--- config.mk ---
export PLATFORM = sky130hd
export DESIGN_NAME = secure_fiq_ctrl
export DESIGN_NICKNAME = d
export VERILOG_FILES = /design/src/rtl/sfiq_pkg.sv /design/src/rtl/sfiq_decode.sv /design/src/rtl/sfiq_access.sv /design/src/rtl/sfiq_regs.sv /design/src/rtl/sfiq_route.sv /design/src/rtl/secure_fiq_ctrl.sv
export SDC_FILE = /design/constraint.sdc
export NUM_CORES = 1
export LEC_CHECK = 0
export ABC_CLOCK_PERIOD_IN_PS = 2690
export BUFFER_PORTS_ARGS = -buffer_cell sky130_fd_sc_hd__buf_2
export CAP_MARGIN = 15
export CORE_ASPECT_RATIO = 1.2
export CORE_UTILIZATION = 50
export DETAILED_ROUTE_END_ITERATION = 8
export GPL_TIMING_DRIVEN = 0
export PLACE_DENSITY = 0.79
export SLEW_MARGIN = 0
export SYNTH_ARGS = -nofsm -noshare
export SYNTH_HDL_FRONTEND = slang
export SYNTH_SLANG_ARGS = --single-unit
--- constraint.sdc ---
create_clock -name clk -period 2.69 [get_ports clk]
set_input_delay 0.1345 -clock clk [delete_from_list [all_inputs] [get_ports clk]]
set_output_delay 0.1345 -clock clk [all_outputs]
set_load 0.01 [all_outputs]
--- src/rtl/sfiq_pkg.sv ---
package sfiq_pkg;

    parameter int unsigned DATA_W = 32;
    parameter int unsigned SRC_N  = 32;
    parameter int unsigned REG_COUNT = 9;
    parameter logic [DATA_W-1:0] UNLOCK_KEY = 32'h0ACC_E550;

    typedef enum logic [3:0] {
        RG_FIQSTAT = 4'd0,
        RG_RAW     = 4'd1,
        RG_SEL     = 4'd2,
        RG_EN      = 4'd3,
        RG_ENCLR   = 4'd4,
        RG_BYP     = 4'd5,
        RG_PROT    = 4'd6,
        RG_LOCK    = 4'd7,
        RG_LOCKST  = 4'd8,
        RG_NONE    = 4'd15
    } reg_id_e;

    typedef struct packed {
        logic [SRC_N-1:0] sel;
        logic [SRC_N-1:0] en;
        logic             byp;
        logic             prot;
        logic             lock;
    } cfg_t;

endpackage

--- src/rtl/sfiq_decode.sv ---
module sfiq_decode
    import sfiq_pkg::*;
#(
    parameter int unsigned ADDR_W = 12
) (
    input  logic [ADDR_W-1:2] word_addr,
    output reg_id_e           reg_id
);
    localparam int unsigned IDX_W = ADDR_W - 2;

    always_comb begin
        if (word_addr < IDX_W'(REG_COUNT)) begin
            reg_id = reg_id_e'(word_addr[5:2]);
        end else begin
            reg_id = RG_NONE;
        end
    end

endmodule

--- src/rtl/sfiq_access.sv ---
module sfiq_access
    import sfiq_pkg::*;
(
    input  logic    psel,
    input  logic    penable,
    input  logic    pwrite,
    input  logic    ppriv,
    input  reg_id_e reg_id,
    input  logic    prot_q,
    input  logic    lock_q,
    output logic    wr_cfg_ok,
    output logic    wr_lock_ok,
    output logic    rd_ok
);
    logic priv_ok;
    logic wr_acc;

    always_comb begin
        priv_ok    = !prot_q || ppriv;
        wr_acc     = psel && penable && pwrite && priv_ok;
        wr_lock_ok = wr_acc && (reg_id == RG_LOCK);
        wr_cfg_ok  = wr_acc && !lock_q;
        rd_ok      = psel && !pwrite && priv_ok;
    end

endmodule

--- src/rtl/sfiq_regs.sv ---
module sfiq_regs
    import sfiq_pkg::*;
(
    input  logic              clk,
    input  logic              rst_n,
    input  reg_id_e           reg_id,
    input  logic [DATA_W-1:0] wdata,
    input  logic              wr_cfg_ok,
    input  logic              wr_lock_ok,
    output cfg_t              cfg_q
);
    cfg_t cfg_d;

    always_comb begin
        cfg_d = cfg_q;
        if (wr_lock_ok) begin
            cfg_d.lock = (wdata != UNLOCK_KEY);
        end
        if (wr_cfg_ok) begin
            case (reg_id)
                RG_SEL:   cfg_d.sel  = wdata[SRC_N-1:0];
                RG_EN:    cfg_d.en   = wdata[SRC_N-1:0];
                RG_ENCLR: cfg_d.en   = cfg_q.en & ~wdata[SRC_N-1:0];
                RG_BYP:   cfg_d.byp  = wdata[0];
                RG_PROT:  cfg_d.prot = wdata[0];
                default:  ;
            endcase
        end
    end

    always_ff @(posedge clk or negedge rst_n) begin
        if (!rst_n) begin
            cfg_q <= '0;
        end else begin
            cfg_q <= cfg_d;
        end
    end

endmodule

--- src/rtl/sfiq_route.sv ---
module sfiq_route
    import sfiq_pkg::*;
(
    input  logic [SRC_N-1:0] src,
    input  cfg_t             cfg,
    input  logic             chain_n,
    input  logic             nsfiq_n,
    output logic [SRC_N-1:0] irq,
    output logic [SRC_N-1:0] fiq_stat,
    output logic             fiq_n
);
    for (genvar g = 0; g < SRC_N; g++) begin : g_src
        assign irq[g]      = src[g] & ~cfg.sel[g];
        assign fiq_stat[g] = src[g] & cfg.sel[g] & cfg.en[g];
    end

    logic secure_n;

    always_comb begin
        secure_n = !(|fiq_stat) && chain_n && nsfiq_n;
        fiq_n    = cfg.byp ? nsfiq_n : secure_n;
    end

endmodule

--- src/rtl/secure_fiq_ctrl.sv ---
module secure_fiq_ctrl
    import sfiq_pkg::*;
#(
    parameter int unsigned ADDR_W = 12
) (
    input  logic              clk,
    input  logic              rst_n,
    input  logic              psel,
    input  logic              penable,
    input  logic              pwrite,
    input  logic [ADDR_W-1:0] paddr,
    input  logic [31:0]       pwdata,
    input  logic              ppriv,
    output logic [31:0]       prdata,
    input  logic [31:0]       src_i,
    input  logic              nsfiq_n_i,
    input  logic              chain_fiq_n_i,
    output logic [31:0]       irq_o,
    output logic              fiq_n_o
);
    reg_id_e          reg_id;
    cfg_t             cfg;
    logic             wr_cfg_ok;
    logic             wr_lock_ok;
    logic             rd_ok;
    logic [SRC_N-1:0] fiq_stat;
    wire              unused_addr_lsb = ^paddr[1:0];

    sfiq_decode #(.ADDR_W(ADDR_W)) i_decode (
        .word_addr (paddr[ADDR_W-1:2]),
        .reg_id    (reg_id)
    );

    sfiq_access i_access (
        .psel       (psel),
        .penable    (penable),
        .pwrite     (pwrite),
        .ppriv      (ppriv),
        .reg_id     (reg_id),
        .prot_q     (cfg.prot),
        .lock_q     (cfg.lock),
        .wr_cfg_ok  (wr_cfg_ok),
        .wr_lock_ok (wr_lock_ok),
        .rd_ok      (rd_ok)
    );

    sfiq_regs i_regs (
        .clk        (clk),
        .rst_n      (rst_n),
        .reg_id     (reg_id),
        .wdata      (pwdata),
        .wr_cfg_ok  (wr_cfg_ok),
        .wr_lock_ok (wr_lock_ok),
        .cfg_q      (cfg)
    );

    sfiq_route i_route (
        .src      (src_i),
        .cfg      (cfg),
        .chain_n  (chain_fiq_n_i),
        .nsfiq_n  (nsfiq_n_i),
        .irq      (irq_o),
        .fiq_stat (fiq_stat),
        .fiq_n    (fiq_n_o)
    );

    always_comb begin
        prdata = '0;
        if (rd_ok) begin
            case (reg_id)
                RG_FIQSTAT: prdata = DATA_W'(fiq_stat);
                RG_RAW:     prdata = DATA_W'(src_i);
                RG_SEL:     prdata = DATA_W'(cfg.sel);
                RG_EN:      prdata = DATA_W'(cfg.en);
                RG_BYP:     prdata = DATA_W'(cfg.byp);
                RG_PROT:    prdata = DATA_W'(cfg.prot);
                RG_LOCKST:  prdata = DATA_W'(cfg.lock);
                default:    prdata = '0;
            endcase
        end
    end

endmodule

==> run_results.csv, run 1 <==
group,metric,value,unit
setup_path,path_depth,8,
global_route,grt-ovfl-total,0,
pwr,p_leak,2.79,nW
synthesis,synth_seq_cells,67,
setup_path,cpPeakStageDelay,570,ps
global_route,grt_pass1_vias,4519,
synthesis,avgSynthCellArea,9.53,um2
placed_design,place_area,0.00554,mm2
timing,worst_pin_slew,920,ps
drt,via_per_inst,6.31,
synthesis,synth_area,0.00466,mm2
layout,fin_area,0.00574,mm2
timing,slew_violations,0,
timing,setup_viol,0,
die,die_x,90.1,um
timing,worst_clock_skew,9.14,ps
setup_path,reg2reg_from,"i_regs.cfg_q[1]",
layout,area_delta_synth_final,23.2,%
synthesis,post_synth_num_cell_types,41,
placed_design,finalWeightedCongestion,0.915,
timing,fmax,384,MHz
setup_path,worstReg2RegEnd,"i_regs.cfg_q[33]",
setup_path,cp_num_buf_inv,4,
clock_tree,htreeDepth,3,
drt,detail_route.first_pass.iterations,5,
clock_tree,clock_latency,360,ps
clock_tree,root_buffer,"clkbuf_8",
worst_hold_path,hold_class,"primary input to register",
status,status,"completed",
drt,wire_per_inst,19.7,um
layout,fin_cells,771,
layout,final_nets,731,
layout,regMostFlops,"i_regs.cfg_q",
setup_path,cp_slowest_cell,"or4_4",
layout,fillerInstances,783,
setup_path,path_class,"primary input to output pin",
setup_path,critPathCaptureType,"output pin",
setup_path,setup.worst_path.end,"prdata[13]",
layout,n_antenna_cell,0,
setup_path,rrSetupSlack,530,ps
pwr,max-vdd-ir-drop,0.245,mV
global_route,track_usage,30.4,%
synthesis,syn_inst,489,
layout,largest_reg_flops,67,
die,io_pins,149,
setup_path,crit_required,2560,ps
placed_design,place.port_buffers,146,
clock_tree,path_clk_slew,90,ps
drt,detail-route-antenna-nets,0,
timing,rsz0062_at_grt,"false",
drt,vias,4866,
layout,reg_top3,"i_regs.cfg_q x67",
drt,wl,15.2,mm
global_route,grt_max_degree,68,
setup_path,crit_chain,"buf_2, or4_4, or2_2, or4_1, clkbuf_1, clkbuf_1, a21oi_1, buf_2",
setup_path,start_kind,"primary input",
drt,drc,0,
global_route,grt_first_pass_wirelength,23.1,mm
setup_path,startpoint,"paddr[11]",
timing,min_period_over_period,96.9,%
setup_path,cp_max_fo,10,
timing,fin_ws,83.9,ps
clock_tree,cts_max_path_buffers,2,
timing,fin_crit,2610,ps
timing,slew_headroom,38.7,%
die,num_rows,38,
timing,hold_viol,0,
die,dieHeight,108,um
synthesis,synth_nets,573,
pwr,power_density,372,mW/mm2
clock_tree,cts_buffers,9,
setup_path,worstPathArrival,2470,ps
run,maxCapViolations,0,
clock_tree,cts_sinks,67,
die,coreArea,0.00903,mm2
placed_design,dp_hpwl,11.1,mm
setup_path,reg2reg_depth,6,
placed_design,dp.cells,755,
layout,drive_gt1_share,32.6,%
synthesis,ys_seq_area_share,36.0,%
global_route,antenna_found_initial,0,
die,initial_utilization,51.6,%
drt,drt_iter0_drc,459,
setup_path,path_delay_family,"simple AND/OR/NAND/NOR gates",
placed_design,place_ws,-40.6,ps
die,die_area,0.00971,mm2
clock_tree,tritoncts,"yes",
synthesis,ys_warn_count,0,
layer usage:
metal	vias to the layer above	track usage, %	wire length (um)
li1	2169	-	-
met1	2347	39.0	5910
met2	304	51.1	7510
met3	46	3.39	1210
met4	0	15.0	551
met5	-	0	0
timing repair:
item                       in CTS  in global routing
hold buffers                    1                  0
buffers inserted                0                  0
setup endpoints to repair      10                 12
hold endpoints to repair       67                  0
gates resized for setup         1                  6
metrics by stage:
step | setup TNS, ps | hold WS [ps] | total power [W] | utilization [%]
3_5_place_dp | -190 | 311 | 0.00131 | 61.4
6_report | 0 | 31.6 | 0.00214 | 63.5
3_3_place_gp | -744 | 393 | 0.00131 | 61.3
2_1_floorplan | 0 | -161 | 0.00115 | -
4_1_cts | 0 | 29.0 | 0.00213 | 63.5
5_1_grt | 0 | 34.7 | 0.00220 | 63.5
placed cells by master, fill, tap and decap left out, types with 3 or more instances in the layout:
master,instances
o21ai_0,3
inv_1,33
nand3_1,30
mux2_4,30
nand2b_1,4
nor2b_1,32
o41ai_1,32
mux2i_1,32
dfrtp_1,67
or4_1,3
and2_1,3
nor4bb_1,3
a21o_1,27
buf_2,148
nor4_1,9
clkbuf_8,9
nand4_1,11
or2_2,3
a21oi_1,32
buf_6,4
nand3b_1,3
mux2_2,5
clkbuf_1,27
nand2_1,35
a32oi_1,29
clkbuf_2,4
a211o_1,3
logic make-up after synthesis:
logic type             after synthesis  synth area share [%]
AND/OR/NAND/NOR                    149                  18.3
buffers and inverters               71                  6.44
flip-flops                          67                  36.0
AO/OA/AOI/OAI                      135                  21.6
multiplexers                        67                  17.7
worst min path at each step:
stage               startpoint                to  slack, ps  cells after the start
global route         pwdata[9]  i_regs.cfg_q[44]         30                      2
finish               pwdata[9]  i_regs.cfg_q[44]         30                      2
detailed placement       rst_n  i_regs.cfg_q[63]        310                      1
global placement     pwdata[9]  i_regs.cfg_q[44]        390                      2
floorplan                rst_n   i_regs.cfg_q[0]       -160                      0
CTS                  pwdata[9]  i_regs.cfg_q[44]         30                      2
area by class of cell:
cell class                      instances  area [um2]  share of cell area, %
Tap cell                              120         150                   2.62
Multi-Input combinational cell        351        2680                   46.7
Buffer                                 38         181                   3.16
Clock buffer                           10         128                   2.22
Inverter                               33         124                   2.16
Clock inverter                          5        55.1                  0.959
Sequential cell                        67        1680                   29.2
Timing Repair Buffer                  147         743                   12.9
Yosys cell counts, drive strengths merged:
master	number	area share [%]
o41ai	32	6.0
nor2b	32	4.3
dfrtp	67	36
nand4b	2	0.38
mux2	35	11
nand3	30	3.2
nor3b	1	0.16
nand3b	3	0.48
o211ai	2	0.32
or3	2	0.27
nor4bb	3	0.64
mux2i	32	6.9
a21o	27	4.4
o31ai	1	0.16
nand4bb	1	0.24
a31oi	2	0.27
nor2	2	0.16
and2	3	0.40
nand4	11	1.5
buf	8	1.4
a22oi	2	0.32
nor4	10	1.5
or4	5	0.97
a21oi	32	3.4
a32oi	29	5.5
o21ai	3	0.32
clkbuf	30	2.4
or2	3	0.40
inv	33	2.7
o221ai	1	0.19
and3b	1	0.19
nand2b	4	0.54
o21bai	1	0.16
and3	1	0.13
nand2	35	2.8
a211o	3	0.56
worst reg2reg max path: stages, from the launching register on:
cell and delay, ps:
dfrtp_1 400, nand2b_1 120, nand4bb_1 110, clkbuf_1 240, nor4_2 520, buf_2 440, mux2i_1 250
report_power, final:
group          total [W]  switching [W]  internal [W]
Sequential       0.00102     0.00000549       0.00101
Combinational   0.000283       0.000172      0.000111
Clock           0.000838       0.000418      0.000420
Total            0.00214       0.000596       0.00154
Power figures use the tool's default switching activity.
==> run 2: changes to the inputs <==
- RECOVER_POWER: default -> 50
==> run 2 against run 1 <==
  * The flow now finishes with violations (capacitance limit, slew limit)
  * Highest routed layer unchanged
  * Global-route usage unchanged
  * Worst hold slack got worse by 2.2 ps
  * Critical path depth is 1 higher
  * Sequential share of layout area up 0.22 points
  * Design area down 0.74%
  * Via count fell by 0.25%
  * Clock power down 0.7%
  * Die area stayed put
  * Largest power group unchanged
==> run_results.csv, run 2 (synthesized netlist as in run 1, its figures left out) <==
group,metric,value,unit
drt,drt_iter0_drc,387,
timing,rsz0062_at_grt,"false",
status,status,"complete, but fails checks",
layout,final_nets,731,
clock_tree,cts_max_path_buffers,2,
layout,reg_top3,"i_regs.cfg_q x67",
drt,via_per_inst,6.30,
pwr,max-vdd-ir-drop,0.246,mV
global_route,grt-ovfl-total,0,
pwr,power_density,373,mW/mm2
layout,layout_common_cells,"buf_2, dfrtp_1, clkbuf_1, nand2_1, inv_1",
global_route,grt_max_degree,68,
setup_path,path_delay_family,"buffers and inverters",
clock_tree,cts_sinks,67,
layout,utilization,63.1,%
drt,drc,0,
clock_tree,cts_buffers,9,
layout,layout_commonest_cell,"buf_2",
global_route,antenna_found_initial,0,
timing,slew_headroom,-16.5,%
global_route,grt_first_pass_wirelength,23.1,mm
pwr,p_leak,2.70,nW
layout,multi_input_area,0.00268,mm2
die,dieHeight,108,um
die,io_pins,149,
timing,setup_viol,0,
timing,tns,0,ps
setup_path,cp_slowest_cell,"or4_4",
worst_hold_path,hold_class,"primary input to register",
timing,hold_viol,0,
run,maxCapViolations,1,
clock_tree,cts_setup_buffers,0,
layout,largest_reg_flops,67,
setup_path,path_class,"primary input to output pin",
layout,regMostFlops,"i_regs.cfg_q",
drt,vias,4854,
die,num_rows,38,
global_route,grt_pass1_vias,4519,
setup_path,worstPathArrival,2480,ps
clock_tree,tritoncts,"yes",
setup_path,crit_required,2560,ps
die,initial_utilization,51.6,%
setup_path,cp_num_buf_inv,5,
placed_design,place_area,0.00554,mm2
clock_tree,root_buffer,"clkbuf_8",
timing,fin_ws,75.7,ps
layout,fillerInstances,798,
drt,detail-route-antenna-nets,0,
layout,seq_area,0.00168,mm2
layout,n_antenna_cell,0,
layout,drive_gt1_share,27.6,%
placed_design,place_ws,-40.6,ps
setup_path,critPathCaptureType,"output pin",
global_route,track_usage,30.4,%
placed_design,finalWeightedCongestion,0.915,
die,coreArea,0.00903,mm2
drt,wl,15.1,mm
timing,worst_clock_skew,11.4,ps
clock_tree,clock_latency,360,ps
layout,fin_area,0.00570,mm2
setup_path,crit_chain,"buf_2, or4_4, or3_1, clkbuf_1, clkbuf_1, buf_1, a211o_1, a21oi_1, buf_2",
drt,wire_per_inst,19.6,um
timing,fmax,383,MHz
timing,fin_crit,2610,ps
drt,detail_route.first_pass.iterations,5,
timing,slew_violations,68,
layout,area_delta_synth_final,22.3,%
status,violations,"capacitance limit, slew limit",
setup_path,start_kind,"primary input",
clock_tree,htreeDepth,3,
pwr,p_total,0.00212,W
clock_tree,path_clk_slew,90,ps
die,die_x,90.1,um
placed_design,place.port_buffers,146,
die,die_area,0.00971,mm2
setup_path,cp_max_fo,10,
timing,min_period_over_period,97.2,%
setup_path,cpPeakStageDelay,570,ps
timing,worst_pin_slew,1750,ps
setup_path,rrSetupSlack,520,ps
placed_design,dp_hpwl,11.1,mm
-- run 2: cell count changes in the layout (fill, tap and decap cells not counted) --
| cell | previous run | this run |
|---|---|---|
| buf_2 | 148 | 116 |
| clkbuf_2 | 4 | 5 |
| buf_4 | 1 | 0 |
| clkbuf_1 | 27 | 59 |
-- run 2: metrics by stage --
stage | instances | hold slack (ps)
6_report | 771 | 29.4
5_1_grt | 771 | 34.7
4_1_cts | 771 | 29.0
3_5_place_dp | 755 | 311
3_3_place_gp | 755 | 393
2_1_floorplan | 489 | -161
-- run 2: cell type report --
class,count,share of cell area (%)
Clock buffer,10,2.24
Buffer,38,3.18
Multi-Input combinational cell,351,47.1
Tap cell,120,2.64
Timing Repair Buffer,147,12.3
Sequential cell,67,29.4
Clock inverter,5,0.966
Inverter,33,2.17
-- run 2: power breakdown --
part           leakage (nW)  total (W)  internal [W]  switching (W)
logic                  1.68   0.000275      0.000104       0.000172
clock network        0.0881   0.000832      0.000420       0.000411
registers             0.936    0.00102       0.00101     0.00000552
-- run 2: repair_timing --
action	in CTS	in global routing
endpoints found under the hold margin	67	0
setup endpoints to repair	10	12
gates resized for setup	1	6
hold buffers	1	0
-- run 2: routing by layer --
metal	part of all wire (%)	global-route usage, %	vias to the layer above
li1	-	-	2169
met4	4.0	15.0	0
met5	0	0	-
met1	39	39.0	2352
met2	49	51.1	283
met3	7.8	3.39	50
-- run 2: path summary, 6_finish.rpt --
check                           startpoint          endpoint  cells after the start
max reg2reg                i_regs.cfg_q[1]  i_regs.cfg_q[33]                      6
min in group asynchronous            rst_n  i_regs.cfg_q[63]                      2
min                              pwdata[9]  i_regs.cfg_q[44]                      2
min reg2reg                i_regs.cfg_q[1]   i_regs.cfg_q[1]                      1
max                              paddr[11]        prdata[30]                      9
max in group asynchronous            rst_n  i_regs.cfg_q[60]                      2
